==> src/rtl/sport_pkg.sv <==
package sport_pkg;
  localparam int unsigned WLEN_CODES = 4;

  function automatic int wlen_bits(logic [1:0] code);
    case (code)
      2'd0:    return 16;
      2'd1:    return 20;
      2'd2:    return 24;
      default: return 32;
    endcase
  endfunction
endpackage

==> src/rtl/sport_sync.sv <==
module sport_sync #(
  parameter int unsigned W = 1
) (
  input  logic         clk_i,
  input  logic         rst_ni,
  input  logic [W-1:0] d_i,
  output logic [W-1:0] q_o
);
  logic [W-1:0] s1_q, s2_q;

  always_ff @(posedge clk_i or negedge rst_ni) begin
    if (!rst_ni) begin
      s1_q <= '0;
      s2_q <= '0;
    end else begin
      s1_q <= d_i;
      s2_q <= s1_q;
    end
  end

  assign q_o = s2_q;
endmodule

==> src/rtl/sport_clkgen.sv <==
module sport_clkgen #(
  parameter int unsigned HALF  = 4,
  parameter int unsigned SLOTS = 32
) (
  input  logic clk_i,
  input  logic rst_ni,
  input  logic en_i,
  output logic bclk_o,
  output logic lrclk_o
);
  localparam int DIVW = (HALF > 1) ? $clog2(HALF) : 1;
  localparam int SW   = $clog2(SLOTS);
  localparam logic [DIVW-1:0] DIV_MAX  = DIVW'(HALF - 1);
  localparam logic [SW-1:0]   SLOT_MAX = SW'(SLOTS - 1);

  logic [DIVW-1:0] div_q;
  logic [SW-1:0]   slot_q;

  always_ff @(posedge clk_i or negedge rst_ni) begin
    if (!rst_ni) begin
      div_q   <= '0;
      slot_q  <= '0;
      bclk_o  <= 1'b0;
      lrclk_o <= 1'b0;
    end else if (!en_i) begin
      div_q   <= '0;
      slot_q  <= '0;
      bclk_o  <= 1'b0;
      lrclk_o <= 1'b0;
    end else if (div_q == DIV_MAX) begin
      div_q  <= '0;
      bclk_o <= ~bclk_o;
      if (bclk_o) begin  // falling edge: advance slot, frame clock turns here
        if (slot_q == SLOT_MAX) begin
          slot_q  <= '0;
          lrclk_o <= ~lrclk_o;
        end else begin
          slot_q <= slot_q + 1'b1;
        end
      end
    end else begin
      div_q <= div_q + 1'b1;
    end
  end
endmodule

==> src/rtl/sport_tx.sv <==
module sport_tx import sport_pkg::*; #(
  parameter int unsigned DW    = 32,
  parameter int unsigned SLOTS = 32
) (
  input  logic          clk_i,
  input  logic          rst_ni,
  input  logic          rjust_i,
  input  logic [1:0]    wlen_i,
  input  logic          edge_i,
  input  logic          lr_i,
  input  logic          fall_i,
  input  logic          synced_i,
  input  logic [DW-1:0] left_i,
  input  logic [DW-1:0] right_i,
  input  logic          valid_i,
  output logic          ready_o,
  output logic          sd_o
);
  localparam int SW = $clog2(SLOTS);
  localparam int IW = $clog2(DW);
  localparam logic [SW-1:0] SLOT_MAX = SW'(SLOTS - 1);

  logic [SW-1:0] slot_q, slot_d;
  logic [DW-1:0] cur_q, cur_d, rbuf_q;
  logic          step;

  // bit index of the word that falls in slot s; out of range means fill
  function automatic logic pick(logic [DW-1:0] w, int s, logic rj, int wl);
    int idx;
    idx = rj ? (int'(SLOTS) - 1 - s) : (wl - 1 - s);
    if (idx >= 0 && idx < wl) return w[IW'(idx)];
    return 1'b0;
  endfunction

  assign ready_o = edge_i & ~lr_i & synced_i;
  assign step    = edge_i | fall_i;

  always_comb begin
    slot_d = slot_q;
    cur_d  = cur_q;
    if (edge_i) begin
      slot_d = '0;
      cur_d  = lr_i ? rbuf_q : ((ready_o && valid_i) ? left_i : '0);
    end else if (fall_i && slot_q != SLOT_MAX) begin
      slot_d = slot_q + 1'b1;
    end
  end

  always_ff @(posedge clk_i or negedge rst_ni) begin
    if (!rst_ni) begin
      slot_q <= '0;
      cur_q  <= '0;
      rbuf_q <= '0;
      sd_o   <= 1'b0;
    end else begin
      if (step) begin
        slot_q <= slot_d;
        cur_q  <= cur_d;
        sd_o   <= pick(cur_d, int'(slot_d), rjust_i, wlen_bits(wlen_i));
      end
      if (ready_o) rbuf_q <= valid_i ? right_i : '0;
    end
  end
endmodule

==> src/rtl/sport_rx.sv <==
module sport_rx import sport_pkg::*; #(
  parameter int unsigned DW = 32
) (
  input  logic          clk_i,
  input  logic          rst_ni,
  input  logic          rjust_i,
  input  logic [1:0]    wlen_i,
  input  logic          edge_i,
  input  logic          lr_old_i,
  input  logic          rise_i,
  input  logic          sd_i,
  input  logic          ready_i,
  output logic [DW-1:0] left_o,
  output logic [DW-1:0] right_o,
  output logic          valid_o,
  output logic          err_o,
  output logic          synced_o,
  output logic          pair_o
);
  localparam int CW = $clog2(DW + 1);
  localparam logic [CW-1:0] CNT_MAX = CW'(DW);

  logic [DW-1:0] sh_q, lbuf_q, mask;
  logic [CW-1:0] cnt_q;
  logic          l_ok_q, complete;
  int            wl;

  always_comb begin
    wl       = wlen_bits(wlen_i);
    mask     = {DW{1'b1}} >> (int'(DW) - wl);
    complete = int'(cnt_q) >= wl;
  end

  assign pair_o = edge_i & lr_old_i & synced_o & complete & l_ok_q;

  always_ff @(posedge clk_i or negedge rst_ni) begin
    if (!rst_ni) begin
      sh_q     <= '0;
      cnt_q    <= '0;
      lbuf_q   <= '0;
      l_ok_q   <= 1'b0;
      synced_o <= 1'b0;
      err_o    <= 1'b0;
      left_o   <= '0;
      right_o  <= '0;
      valid_o  <= 1'b0;
    end else begin
      err_o <= 1'b0;
      if (edge_i) begin
        sh_q     <= '0;
        cnt_q    <= '0;
        synced_o <= 1'b1;
        err_o    <= synced_o & ~complete;
        if (!lr_old_i) begin
          lbuf_q <= sh_q & mask;
          l_ok_q <= synced_o & complete;
        end else begin
          l_ok_q <= 1'b0;
          if (pair_o) begin
            left_o  <= lbuf_q;
            right_o <= sh_q & mask;
          end
        end
      end else if (rise_i) begin
        // left-justified stops after the word; right-justified keeps the last bits
        if (rjust_i || int'(cnt_q) < wl) sh_q <= {sh_q[DW-2:0], sd_i};
        if (cnt_q != CNT_MAX) cnt_q <= cnt_q + 1'b1;
      end
      if (pair_o)                  valid_o <= 1'b1;
      else if (valid_o && ready_i) valid_o <= 1'b0;
    end
  end
endmodule

==> src/rtl/audio_sport.sv <==
module audio_sport #(
  parameter int unsigned DW        = 32,
  parameter int unsigned SLOTS     = 32,
  parameter int unsigned BCLK_HALF = 4
) (
  input  logic          clk_i,
  input  logic          rst_ni,
  input  logic          master_i,
  input  logic          rjust_i,
  input  logic [1:0]    wlen_i,
  input  logic          bclk_i,
  input  logic          lrclk_i,
  input  logic          rec_data_i,
  output logic          bclk_o,
  output logic          lrclk_o,
  output logic          pb_data_o,
  input  logic [DW-1:0] tx_left_i,
  input  logic [DW-1:0] tx_right_i,
  input  logic          tx_valid_i,
  output logic          tx_ready_o,
  output logic [DW-1:0] rx_left_o,
  output logic [DW-1:0] rx_right_o,
  output logic          rx_valid_o,
  input  logic          rx_ready_i,
  output logic          err_o
);
  logic [2:0] sync_q;
  logic       gen_bclk, gen_lr;
  logic       src_b, src_l, b_d1_q, l_d1_q;
  logic       fall_s, rise_s, edge_s, step_s, synced_s, pair_s;

  sport_sync #(.W(3)) u_sync (
    .clk_i  (clk_i),
    .rst_ni (rst_ni),
    .d_i    ({rec_data_i, lrclk_i, bclk_i}),
    .q_o    (sync_q)
  );

  sport_clkgen #(.HALF(BCLK_HALF), .SLOTS(SLOTS)) u_gen (
    .clk_i   (clk_i),
    .rst_ni  (rst_ni),
    .en_i    (master_i),
    .bclk_o  (gen_bclk),
    .lrclk_o (gen_lr)
  );

  assign bclk_o  = gen_bclk;
  assign lrclk_o = gen_lr;
  assign src_b   = master_i ? gen_bclk : sync_q[0];
  assign src_l   = master_i ? gen_lr   : sync_q[1];

  always_ff @(posedge clk_i or negedge rst_ni) begin
    if (!rst_ni) begin
      b_d1_q <= 1'b0;
      l_d1_q <= 1'b0;
    end else begin
      b_d1_q <= src_b;
      l_d1_q <= src_l;
    end
  end

  assign fall_s = b_d1_q & ~src_b;
  assign rise_s = ~b_d1_q & src_b;
  assign edge_s = l_d1_q ^ src_l;
  assign step_s = fall_s | edge_s;

  sport_tx #(.DW(DW), .SLOTS(SLOTS)) u_tx (
    .clk_i    (clk_i),
    .rst_ni   (rst_ni),
    .rjust_i  (rjust_i),
    .wlen_i   (wlen_i),
    .edge_i   (edge_s),
    .lr_i     (src_l),
    .fall_i   (fall_s),
    .synced_i (synced_s),
    .left_i   (tx_left_i),
    .right_i  (tx_right_i),
    .valid_i  (tx_valid_i),
    .ready_o  (tx_ready_o),
    .sd_o     (pb_data_o)
  );

  sport_rx #(.DW(DW)) u_rx (
    .clk_i    (clk_i),
    .rst_ni   (rst_ni),
    .rjust_i  (rjust_i),
    .wlen_i   (wlen_i),
    .edge_i   (edge_s),
    .lr_old_i (l_d1_q),
    .rise_i   (rise_s),
    .sd_i     (sync_q[2]),
    .ready_i  (rx_ready_i),
    .left_o   (rx_left_o),
    .right_o  (rx_right_o),
    .valid_o  (rx_valid_o),
    .err_o    (err_o),
    .synced_o (synced_s),
    .pair_o   (pair_s)
  );
endmodule

==> config.mk <==
export PLATFORM = sky130hd
export DESIGN_NAME = audio_sport
export DESIGN_NICKNAME = d
export VERILOG_FILES = /design/src/rtl/sport_pkg.sv /design/src/rtl/sport_sync.sv /design/src/rtl/sport_clkgen.sv /design/src/rtl/sport_tx.sv /design/src/rtl/sport_rx.sv /design/src/rtl/audio_sport.sv
export SDC_FILE = /design/constraint.sdc
export NUM_CORES = 1
export LEC_CHECK = 0
export BUFFER_PORTS_ARGS = -buffer_cell sky130_fd_sc_hd__buf_4
export CAP_MARGIN = 15
export CORE_ASPECT_RATIO = 1.1
export CORE_MARGIN = 2
export CORE_UTILIZATION = 45
export DETAILED_ROUTE_END_ITERATION = 8
export PLACE_DENSITY = 0.74
export SYNTH_ARGS = -nofsm -noshare
export SYNTH_HDL_FRONTEND = slang
export SYNTH_HIERARCHICAL = 1
export SYNTH_SLANG_ARGS = --single-unit
==> constraint.sdc <==
create_clock -name clk_i -period 8.9 [get_ports clk_i]
set_input_delay 0.89 -clock clk_i [delete_from_list [all_inputs] [get_ports clk_i]]
set_output_delay 0.89 -clock clk_i [all_outputs]
set_load 0.03 [all_outputs]
==> flow_summary.json <==
{
  "clock_network_latency_to_the_later_pin_of_the_worst_skew_pair_ns": 0.50,
  "clkTransAtPathRegs_ns": 0.06,
  "synth-seq-area-share": 0.5592,
  "postSynth.topFlopCell": "sky130_fd_sc_hd__dfrtp_1",
  "r2r_cells": 20,
  "holdPathEnd": "u_sync/q_o[1]",
  "grt.busiest_layer": "met2",
  "drt_first_iter_violations": 376,
  "synth_cell_types": 67,
  "rsz_0062_raised_after_global_routing": "false",
  "clockRootBuffer": "sky130_fd_sc_hd__clkbuf_16",
  "grt_usage": 0.1708,
  "num-fill-cells": 1881,
  "globalRouteMet3Util": 0.02443,
  "globalRouteOverflowTotal": 0,
  "numCtsBuffers": 24,
  "crit_type": "primary input to register",
  "via_density_per_instance": 5.167,
  "diodes": 0,
  "wire_length_of_the_first_global_routing_pass_um": 33650,
  "timing.critical_path.max_delay_family": "buffers and inverters",
  "tightest_slew_ns": 1.132,
  "max_stage_delay_ns": 0.82,
  "post_cts.resized_instances": 0,
  "leakagePower_nw": 5.807,
  "cell_type_with_the_largest_total_area_after_synthesis": "sky130_fd_sc_hd__dfrtp_1",
  "clock_sink_count": 225,
  "synthTopCellsByArea": "sky130_fd_sc_hd__dfrtp_1, sky130_fd_sc_hd__mux2_4, sky130_fd_sc_hd__nand2_1, sky130_fd_sc_hd__mux2i_1, sky130_fd_sc_hd__mux2_2",
  "die-area_mm2": 0.02359,
  "cell_by_cell_listing_of_the_critical_path": "buf_4 > mux2_4 > xor2_4 > buf_4 > inv_2 > nor3_2 > o2111ai_1 > nand2_4 > mux2_2",
  "die_extent_in_y_um": 160.9,
  "worst-path-max-fanout": 80,
  "run_status": "finished clean",
  "hold_depth": 0,
  "multi_input_comb_area_mm2": 0.004035,
  "global_route.usage.met2": 0.2704,
  "crit_path_frequent_cell": "sky130_fd_sc_hd__buf_4",
  "asyncSetResetFlopFracSynth": 1.000,
  "final_weighted_congestion_in_routability_driven_placement": 0.7830,
  "number_of_enable_flip_flop_cells_after_synthesis": 0,
  "cts_max_path_buffers": 3,
  "power_per_cell_area_mw_per_mm2": 197.3,
  "final.period_utilization": 0.4909,
  "antenna_left": 0,
  "setup.reg_to_reg.worst_slack_ns": 4.63,
  "worst_ep_required_time_ns": 9.28,
  "post_detailed_route_drc_marker_count": 0,
  "report.final.setup_viol": 0,
  "coreArea_mm2": 0.02204,
  "cts-htree-levels": 1,
  "largest_net_degree_at_the_start_of_global_routing": 83,
  "rows": 57,
  "timing.final.hold_violations": 0,
  "port_buffers": 144,
  "syn-cell-area_mm2": 0.01007,
  "synthesis.nets": 965,
  "hold_class": "register to register",
  "antenna_found_initial": 0,
  "cp.arrival_ns": 4.75,
  "synth.avg_cell_area_um2": 11.56,
  "tritoncts": "yes",
  "drt-pass1-iter-count": 5,
  "groute.layer.met1.usage": 0.2509,
  "fp.dieW_um": 146.6,
  "worstReg2RegStart": "u_tx/slot_q[1]",
  "end_kind": "register",
  "fraction_of_final_layout_cells_with_drive_strength_greater_than_1": 0.2785,
  "critical_path_buf_inv_count": 3,
  "starting_density": 0.4569,
  "fmax_mhz": 228.9,
  "critical_path.startpoint_type": "primary input",
  "ys_ff_latch": 225,
  "yosys.area.top_type_share": 0.5592,
  "routed-via-count": 6738,
  "routed_wirelength_um": 19870,
  "synthesis.yosys.warnings": 6,
  "vias_in_the_first_global_route": 6729,
  "hold_start": "u_sync/s1_q[1]",
  "wire_per_inst_um": 15.23,
  "design_power_total_mw": 2.385,
  "ff_latch_area_mm2": 0.005630,
  "layout_min_cycle_time_ns": 4.369,
  "fin_skew_ns": 0.008158,
  "cts_setup_buffers": 0,
  "timing.max_slew.rel_slack": 0.2455,
  "synthCells": 871,
  "fin_setup_tns_ns": 0,
  "crit_path_top_delay_cell": "sky130_fd_sc_hd__nand2_4",
  "slew_viol_final": 0,
  "num-nets-final": 1087,
  "max_cap_check_violation_count": 0,
  "vdd_ir_drop_max_mv": 0.1171,
  "post_cts_hold_buffer_count": 0,
  "dp_hpwl_um": 13310,
  "io_pins": 145,
  "regToRegEndpoint": "u_tx/sd_o",
  "syn_to_final_growth_pct": 20.04
}
-- placed cells by master, fill, tap and decap left out, types with 3 or more instances in the layout --
master | netlist | layout
sky130_fd_sc_hd__a211o_1 | 4 | 4
sky130_fd_sc_hd__a21boi_0 | 5 | 5
sky130_fd_sc_hd__a21oi_1 | 29 | 29
sky130_fd_sc_hd__a221o_1 | 12 | 12
sky130_fd_sc_hd__a22oi_1 | 20 | 20
sky130_fd_sc_hd__and2_1 | 8 | 8
sky130_fd_sc_hd__and3_1 | 8 | 8
sky130_fd_sc_hd__buf_4 | 4 | 148
sky130_fd_sc_hd__clkbuf_1 | 29 | 3
sky130_fd_sc_hd__clkbuf_16 | 0 | 25
sky130_fd_sc_hd__clkbuf_8 | 0 | 5
sky130_fd_sc_hd__clkinv_2 | 0 | 5
sky130_fd_sc_hd__dfrtp_1 | 225 | 225
sky130_fd_sc_hd__ha_1 | 18 | 18
sky130_fd_sc_hd__inv_1 | 28 | 28
sky130_fd_sc_hd__mux2_2 | 35 | 35
sky130_fd_sc_hd__mux2_4 | 38 | 38
sky130_fd_sc_hd__mux2i_1 | 49 | 49
sky130_fd_sc_hd__nand2_1 | 131 | 130
sky130_fd_sc_hd__nand2b_1 | 6 | 5
sky130_fd_sc_hd__nand3_1 | 5 | 5
sky130_fd_sc_hd__nand3b_1 | 3 | 3
sky130_fd_sc_hd__nor2_1 | 54 | 54
sky130_fd_sc_hd__nor2b_1 | 16 | 16
sky130_fd_sc_hd__o21ai_0 | 57 | 57
sky130_fd_sc_hd__o22ai_1 | 6 | 6
sky130_fd_sc_hd__o32ai_1 | 3 | 3
sky130_fd_sc_hd__xnor2_1 | 3 | 3
sky130_fd_sc_hd__xor2_1 | 6 | 5
-- worst max-delay path by stage --
stage	endpoint	from	slack (ns)	depth (start not counted)
6_report	u_rx/right_o[11]	master_i	4.53	9
2_1_floorplan	u_tx/sd_o	master_i	4.12	22
3_5_place_dp	u_tx/sd_o	master_i	3.99	20
3_3_place_gp	u_tx/sd_o	master_i	4.09	20
5_1_grt	u_tx/sd_o	master_i	4.09	20
4_1_cts	u_tx/sd_o	master_i	4.51	20
-- metrics by stage --
step	worst slack, ns	instances	hold WS, ns	utilization	cell area (µm²)
3_3_place_gp	4.090	1261	0.3343	0.5120	11280
4_1_cts	4.506	1303	0.3500	0.5476	12070
5_1_grt	4.089	1304	0.3548	0.5485	12090
3_5_place_dp	3.988	1261	0.3371	0.5120	11280
6_report	4.531	1304	0.3483	0.5485	12090
2_1_floorplan	4.116	871	0.3312	-	10070
-- where the power goes --
part / internal [mW] / total [mW] / leakage, nW / switching [mW]
clock network: 0.582 / 0.965 / 0.386 / 0.383
logic: 0.120 / 0.297 / 2.44 / 0.178
registers: 1.09 / 1.12 / 2.98 / 0.0348
-- sequential cells by signal, indices dropped and copies added, names as in the netlist, 2 cells and up --
signal        cells
u_rx/lbuf_q      32
u_rx/left_o      32
u_rx/right_o     32
u_rx/sh_q        32
u_tx/cur_q       32
u_tx/rbuf_q      32
u_rx/cnt_q        6
u_gen/slot_q      5
u_tx/slot_q       5
u_sync/q_o        3
u_sync/s1_q       3
u_gen/div_q       2
-- synth_stat cells, types with 3 or more instances --
library cell and n:
sky130_fd_sc_hd__o32ai_1 3, sky130_fd_sc_hd__inv_1 28, sky130_fd_sc_hd__mux2_2 35, sky130_fd_sc_hd__buf_6 12, sky130_fd_sc_hd__and2_1 8, sky130_fd_sc_hd__mux2_4 38
sky130_fd_sc_hd__clkbuf_1 29, sky130_fd_sc_hd__a21boi_0 5, sky130_fd_sc_hd__xnor2_1 3, sky130_fd_sc_hd__o21ai_0 57, sky130_fd_sc_hd__nand3_1 5, sky130_fd_sc_hd__a22oi_1 20
sky130_fd_sc_hd__nand2b_1 6, sky130_fd_sc_hd__a21oi_1 29, sky130_fd_sc_hd__nand2_1 131, sky130_fd_sc_hd__xor2_1 6, sky130_fd_sc_hd__dfrtp_1 225, sky130_fd_sc_hd__buf_1 3
sky130_fd_sc_hd__a221o_1 12, sky130_fd_sc_hd__a211o_1 4, sky130_fd_sc_hd__buf_2 6, sky130_fd_sc_hd__nor2_1 54, sky130_fd_sc_hd__and3_1 8, sky130_fd_sc_hd__nand3b_1 3
sky130_fd_sc_hd__o22ai_1 6, sky130_fd_sc_hd__mux2i_1 49, sky130_fd_sc_hd__ha_1 18, sky130_fd_sc_hd__nor2b_1 16, sky130_fd_sc_hd__buf_4 4
-- worst register-to-register path: cells and delay by family, from the launching register on --
family                     cells  cell delay (ns)
AOI/OAI and AO/OA              7             1.24
and+or+nand+nor                6             0.96
DFF                            1             0.43
buffers and inverters          1             0.09
adders and majority gates      5             1.43
xor gates and xnor gates       1             0.07
-- cell families (layout without fill, tap and decap cells) --
logic type / count (synthesis) / count (layout) / share of synthesized area
flip-flops: 225 / 225 / 0.5592
AND/OR/NAND/NOR: 250 / 250 / 0.1120
XOR/XNOR: 9 / 9 / 0.007829
AO/OA/AOI/OAI: 158 / 158 / 0.1033
adder cells (fa/ha/maj): 20 / 20 / 0.02535
buffers and inverters: 85 / 223 / 0.04337
multiplexers: 124 / 124 / 0.1490
-- metal layers --
layer	wire (µm)	share of wire
met4	315	0.016
met2	9241	0.47
met3	942	0.047
met1	9366	0.47
met5	0	0
-- final cells by class --
type / count / area share
Tap cell: 295 / 0.03054
Clock inverter: 9 / 0.006522
Clock buffer: 33 / 0.05839
Multi-Input combinational cell: 561 / 0.3339
Timing Repair Buffer: 150 / 0.09482
Sequential cell: 225 / 0.4658
Inverter: 31 / 0.01004
Note: power is estimated with default switching activity, not from simulation.
